File: config.mk
export PLATFORM = sky130hd
export DESIGN_NAME = clock_victim_sel
export DESIGN_NICKNAME = d
export VERILOG_FILES = /design/src/rtl/clock_sel_pkg.sv /design/src/rtl/ref_bit_array.sv /design/src/rtl/dirty_bit_array.sv /design/src/rtl/clock_hand_fsm.sv /design/src/rtl/clock_victim_sel.sv
export SDC_FILE = /design/constraint.sdc
export NUM_CORES = 1
export LEC_CHECK = 0
export ABC_AREA = 1
export BUFFER_PORTS_ARGS = -buffer_cell sky130_fd_sc_hd__buf_2
export CAP_MARGIN = 20
export CORE_ASPECT_RATIO = 1.75
export CORE_MARGIN = 5
export CORE_UTILIZATION = 45
export CTS_BUF_LIST = sky130_fd_sc_hd__clkbuf_8
export CTS_CLUSTER_SIZE = 30
export DETAILED_ROUTE_END_ITERATION = 8
export GPL_TIMING_DRIVEN = 0
export HOLD_SLACK_MARGIN = 0.1
export PLACE_DENSITY_LB_ADDON = 0.3
export SYNTH_ARGS = -nofsm -noshare
export SYNTH_HDL_FRONTEND = slang
export SYNTH_SLANG_ARGS = --single-unit
File: constraint.sdc
create_clock -name clk -period 3.81 [get_ports clk]
set_clock_uncertainty 0.1 [all_clocks]
set_input_delay 0.381 -clock clk [delete_from_list [all_inputs] [get_ports clk]]
set_output_delay 0.381 -clock clk [all_outputs]
set_load 0.1 [all_outputs]
File: src/rtl/clock_sel_pkg.sv
package clock_sel_pkg;

  typedef enum logic {
    SCAN_IDLE = 1'b0,
    SCAN_RUN  = 1'b1
  } scan_state_e;

endpackage

File: src/rtl/ref_bit_array.sv
module ref_bit_array #(
  parameter int N  = 8,
  localparam int IW = (N > 1) ? $clog2(N) : 1
) (
  input  logic          clk,
  input  logic          rst,
  input  logic          set_valid,
  input  logic [IW-1:0] set_idx,
  input  logic          clear_all,
  input  logic          sweep_clr,
  input  logic [IW-1:0] sweep_idx,
  output logic [N-1:0]  ref_q
);

  // One flop per frame; a set from the use port overrides both clears.
  for (genvar g = 0; g < N; g++) begin : g_bit
    logic bit_d;
    always_comb begin
      bit_d = ref_q[g];
      if (clear_all) bit_d = 1'b0;
      if (sweep_clr && (sweep_idx == IW'(g))) bit_d = 1'b0;
      if (set_valid && (set_idx == IW'(g))) bit_d = 1'b1;
    end
    always_ff @(posedge clk) begin
      if (rst) ref_q[g] <= 1'b0;
      else     ref_q[g] <= bit_d;
    end
  end

endmodule

File: src/rtl/dirty_bit_array.sv
module dirty_bit_array #(
  parameter int N  = 8,
  localparam int IW = (N > 1) ? $clog2(N) : 1
) (
  input  logic          clk,
  input  logic          rst,
  input  logic          mark_valid,
  input  logic [IW-1:0] mark_idx,
  input  logic          clean_valid,
  input  logic [IW-1:0] clean_idx,
  output logic [N-1:0]  dirty_q
);

  // A write in the same cycle as a clean keeps the frame dirty.
  for (genvar g = 0; g < N; g++) begin : g_bit
    logic bit_d;
    always_comb begin
      bit_d = dirty_q[g];
      if (clean_valid && (clean_idx == IW'(g))) bit_d = 1'b0;
      if (mark_valid && (mark_idx == IW'(g)))   bit_d = 1'b1;
    end
    always_ff @(posedge clk) begin
      if (rst) dirty_q[g] <= 1'b0;
      else     dirty_q[g] <= bit_d;
    end
  end

endmodule

File: src/rtl/clock_hand_fsm.sv
module clock_hand_fsm
  import clock_sel_pkg::*;
#(
  parameter int N  = 8,
  localparam int IW = (N > 1) ? $clog2(N) : 1
) (
  input  logic          clk,
  input  logic          rst,
  input  logic          start,
  input  logic [N-1:0]  ref_q,
  input  logic [N-1:0]  dirty_q,
  output logic          sweep_clr,
  output logic [IW-1:0] hand_q,
  output logic          busy,
  output logic          done_q,
  output logic [IW-1:0] victim_q,
  output logic          vdirty_q
);

  scan_state_e   state_q;
  logic [IW-1:0] hand_nxt;
  logic          cur_ref;

  // Modulo-N advance: free wrap for powers of two, compare otherwise.
  if ((1 << IW) == N) begin : g_pow2
    assign hand_nxt = hand_q + 1'b1;
  end else begin : g_mod
    assign hand_nxt = (hand_q == IW'(N - 1)) ? '0 : hand_q + 1'b1;
  end

  assign cur_ref   = ref_q[hand_q];
  assign sweep_clr = (state_q == SCAN_RUN) && cur_ref;
  assign busy      = (state_q == SCAN_RUN);

  always_ff @(posedge clk) begin
    if (rst) begin
      state_q  <= SCAN_IDLE;
      hand_q   <= '0;
      done_q   <= 1'b0;
      victim_q <= '0;
      vdirty_q <= 1'b0;
    end else begin
      done_q <= 1'b0;
      unique case (state_q)
        SCAN_IDLE: begin
          if (start) state_q <= SCAN_RUN;
        end
        SCAN_RUN: begin
          if (cur_ref) begin
            hand_q <= hand_nxt;
          end else begin
            done_q   <= 1'b1;
            victim_q <= hand_q;
            vdirty_q <= dirty_q[hand_q];
            state_q  <= SCAN_IDLE;
          end
        end
        default: state_q <= SCAN_IDLE;
      endcase
    end
  end

endmodule

File: src/rtl/clock_victim_sel.sv
module clock_victim_sel #(
  parameter int N  = 8,
  localparam int IW = (N > 1) ? $clog2(N) : 1
) (
  input  logic          clk,
  input  logic          rst,
  input  logic          use_valid,
  input  logic [IW-1:0] use_frame,
  input  logic          use_write,
  input  logic          clear_ref_all,
  input  logic          clean_valid,
  input  logic [IW-1:0] clean_frame,
  input  logic          sel_start,
  output logic          sel_busy,
  output logic          sel_done,
  output logic [IW-1:0] sel_victim,
  output logic          sel_dirty
);

  logic [N-1:0]  ref_q;
  logic [N-1:0]  dirty_q;
  logic          sweep_clr;
  logic [IW-1:0] hand_q;

  ref_bit_array #(.N(N)) u_ref (
    .clk       (clk),
    .rst       (rst),
    .set_valid (use_valid),
    .set_idx   (use_frame),
    .clear_all (clear_ref_all),
    .sweep_clr (sweep_clr),
    .sweep_idx (hand_q),
    .ref_q     (ref_q)
  );

  dirty_bit_array #(.N(N)) u_dirty (
    .clk         (clk),
    .rst         (rst),
    .mark_valid  (use_valid && use_write),
    .mark_idx    (use_frame),
    .clean_valid (clean_valid),
    .clean_idx   (clean_frame),
    .dirty_q     (dirty_q)
  );

  clock_hand_fsm #(.N(N)) u_hand (
    .clk       (clk),
    .rst       (rst),
    .start     (sel_start),
    .ref_q     (ref_q),
    .dirty_q   (dirty_q),
    .sweep_clr (sweep_clr),
    .hand_q    (hand_q),
    .busy      (sel_busy),
    .done_q    (sel_done),
    .victim_q  (sel_victim),
    .vdirty_q  (sel_dirty)
  );

endmodule

==> flow_summary.json <==
{
  "synth-seq-cells": 25,
  "timing.final.crit_share": 0.432,
  "synth-edff-count": 0,
  "final_nets": 245,
  "synthDistinctLibCells": 22,
  "fill_cells": 336,
  "worstPathRequired_ps": 3880,
  "antenna_found_initial": 0,
  "p_leak_nw": 0.683,
  "synthMuxAreaShare": 0,
  "netlist_area_mm2": 0.00141,
  "holdPathStages": 3,
  "viasPerCell": 4.97,
  "path_class": "reg -> reg",
  "io_buffers": 12,
  "cts_sinks": 25,
  "htree_levels": 1,
  "drcViolationCount": 0,
  "hold_viol": 0,
  "drt-initial-drc-count": 37,
  "synth_area_leader_cell": "dfxtp_1",
  "fmax_mhz": 608,
  "worstHoldPathType": "in -> reg",
  "syn_nets": 228,
  "die_h_um": 84.1,
  "grt_first_pass_wirelength_mm": 5.54,
  "critPathBufInv": 2,
  "cts_setup_buffers": 0,
  "root_buffer": "clkbuf_8",
  "synth_cells": 209,
  "ff2ff_setup_slack_ps": 2170,
  "pin_count": 19,
  "multi_input_area_um2": 751,
  "reg2reg_depth": 9,
  "clk_path_buf_depth": 2,
  "clk_latency_ps": 270,
  "synth_compound_area_frac": 0.0992,
  "cpPeakStageDelay_ps": 560,
  "slowest_stage": "dfxtp_1",
  "synth_area_leaders": "dfxtp_1 (35%), nand2_1 (13%), nand4_1 (11%)",
  "setup_viol": 0,
  "dpl_worst_slack_ps": 2180,
  "status": "complete, no violations",
  "power_density_mw_per_mm2": 335,
  "tightest_slew_ps": 485,
  "die_area_mm2": 0.00440,
  "seqCellArea_um2": 500,
  "synth_warnings": 0,
  "fp.dieW_um": 52.4,
  "finalPower_mw": 0.527,
  "routed-via-count": 1332,
  "critPathTopFamily": "simple AND/OR/NAND/NOR gates",
  "grt_util_all_layers": 0.162,
  "synthToLayoutAreaGrowth_pct": 11.5,
  "synth_top_family_by_area": "simple AND/OR/NAND/NOR gates",
  "grt_overflow": 0,
  "gp_congestion": 0.810,
  "grt_pass1_vias": 1296,
  "synth_most_common_cell": "nand2_1",
  "hold_slack_ps": 193,
  "ys_async_sr_fraction": 0,
  "synth_xor_area_frac": 0,
  "finalWorstSetupSlack_ps": 2170,
  "drt_pass1_iterations": 4,
  "clk_pin_slew_ps": 100,
  "synth_seq_area_share": 0.354,
  "cts_tree": "yes",
  "synthFlopType": "dfxtp_1",
  "drive_above_1_share": 0.151,
  "rows": 27,
  "drt_wl_total_mm": 3.18,
  "crit_path_end_kind": "register",
  "finalSetupTns_ps": 0,
  "worstReg2RegStart": "u_hand.hand_q[1]",
  "maxSlewHeadroom": 0.679,
  "antennaDiodeCount": 0,
  "worstPathArrival_ps": 1710,
  "drv_slew": 0,
  "cts_made_buffers": 3,
  "start_kind": "register",
  "netlist_top_cells_count": "nand2_1 (50), inv_1 (26), dfxtp_1 (25)",
  "cp_cell_sequence": "inv_2 -> nand3_1 -> nand3_2 -> nand2_4 -> nand2_2 -> nand2_1 -> inv_2 -> nand2_1 -> o21ai_0",
  "cts-resized-gates": 0,
  "grt_max_degree": 16,
  "rsz0062_at_grt": "false",
  "start_util": 0.460,
  "vdd_drop_max_v": 0.000280,
  "timing.rr.end": "u_hand.victim_q[2]",
  "avgSynthCellArea_um2": 6.76,
  "worstHoldEndpoint": "u_hand.busy",
  "synth.top_cell.area_share": 0.354,
  "drtAntennaViolNets": 0,
  "path_max_fanout": 9,
  "hold_buffers": 0,
  "period_needed_ps": 1640,
  "wl_per_cell_um": 11.9,
  "core_mm2": 0.00307,
  "synth_simple_gate_area_share": 0.379,
  "yosys.area_share.adder": 0.0531,
  "hold_path.startpoint": "sel_start",
  "maxCapViolCount": 0,
  "hpwl_mm": 2.50
}
-- tightest hold or removal path, delay by kind of cell --
| family | cells | cell delay [ps] |
|---|---|---|
| buf+inv | 2 | 120 |
| compound gates | 1 | 50 |
-- how the worst max path moves through the flow --
stage / from / end / slack (ps) / cells past startpoint
finish: u_hand.hand_q[1] / u_hand.victim_q[2] / 2170 / 9
global route: u_hand.hand_q[1] / u_hand.victim_q[2] / 2030 / 9
CTS: u_hand.hand_q[1] / u_hand.victim_q[2] / 2160 / 9
detailed placement: u_hand.hand_q[1] / u_hand.victim_q[2] / 2180 / 9
global placement: u_hand.hand_q[1] / u_hand.victim_q[2] / 2180 / 9
floorplan: u_hand.busy / u_hand.victim_q[1] / 1990 / 5
-- cells in the final DEF, fill, tap and decap left out --
master	count
a21oi_1	16
buf_1	2
buf_2	12
buf_4	1
buf_6	1
clkbuf_1	6
clkbuf_8	3
clkinvlp_4	1
dfxtp_1	25
ha_1	6
inv_1	26
inv_2	4
nand2_1	50
nand2_2	3
nand2_4	2
nand3_1	2
nand3_2	3
nand4_1	24
nor2_1	23
nor2_2	3
nor2_4	1
o21ai_0	7
o21ai_1	1
o22ai_1	2
o31ai_1	1
-- where the power goes --
group          switching (mW)  internal [mW]
registers             0.00499          0.269
logic                  0.0691         0.0227
clock network          0.0872         0.0741
total                   0.161          0.366
-- area by class of cell --
cell class,instances,area share
clock inverter,1,0.00477
buffer,10,0.0310
timing repair buffer,12,0.0381
clock buffer,3,0.0262
sequential,25,0.318
inverter,30,0.0715
multi-input combinational,144,0.477
tap,43,0.0342
-- cells by family after synthesis --
kind of cell    count (synthesis)
simple gates                  111
buf+inv                        40
compound gates                 27
fa+ha+maj                       6
flops                          25
-- flip-flops by register name, indices dropped and copies added, names as in the netlist --
signal	flops
u_hand.victim_q	3
u_hand.vdirty_q	1
u_ref.ref_q	8
u_dirty.dirty_q	8
u_hand.hand_q	3
u_hand.done_q	1
u_hand.busy	1
-- through the flow --
step,cells,instance area (um2),utilization
2_1_floorplan,209,1410,-
3_3_place_gp,264,1530,0.497
3_5_place_dp,264,1530,0.497
4_1_cts,268,1580,0.512
5_1_grt,268,1580,0.512
6_report,268,1580,0.512
-- per-layer routing --
layer	global-route usage	up-vias	part of all wire
li1	-	709	-
met1	0.184	586	0.40
met2	0.292	31	0.54
met3	0.0215	6	0.036
met4	0.0628	0	0.026
met5	0	-	0
Power figures use the tool's default switching activity.
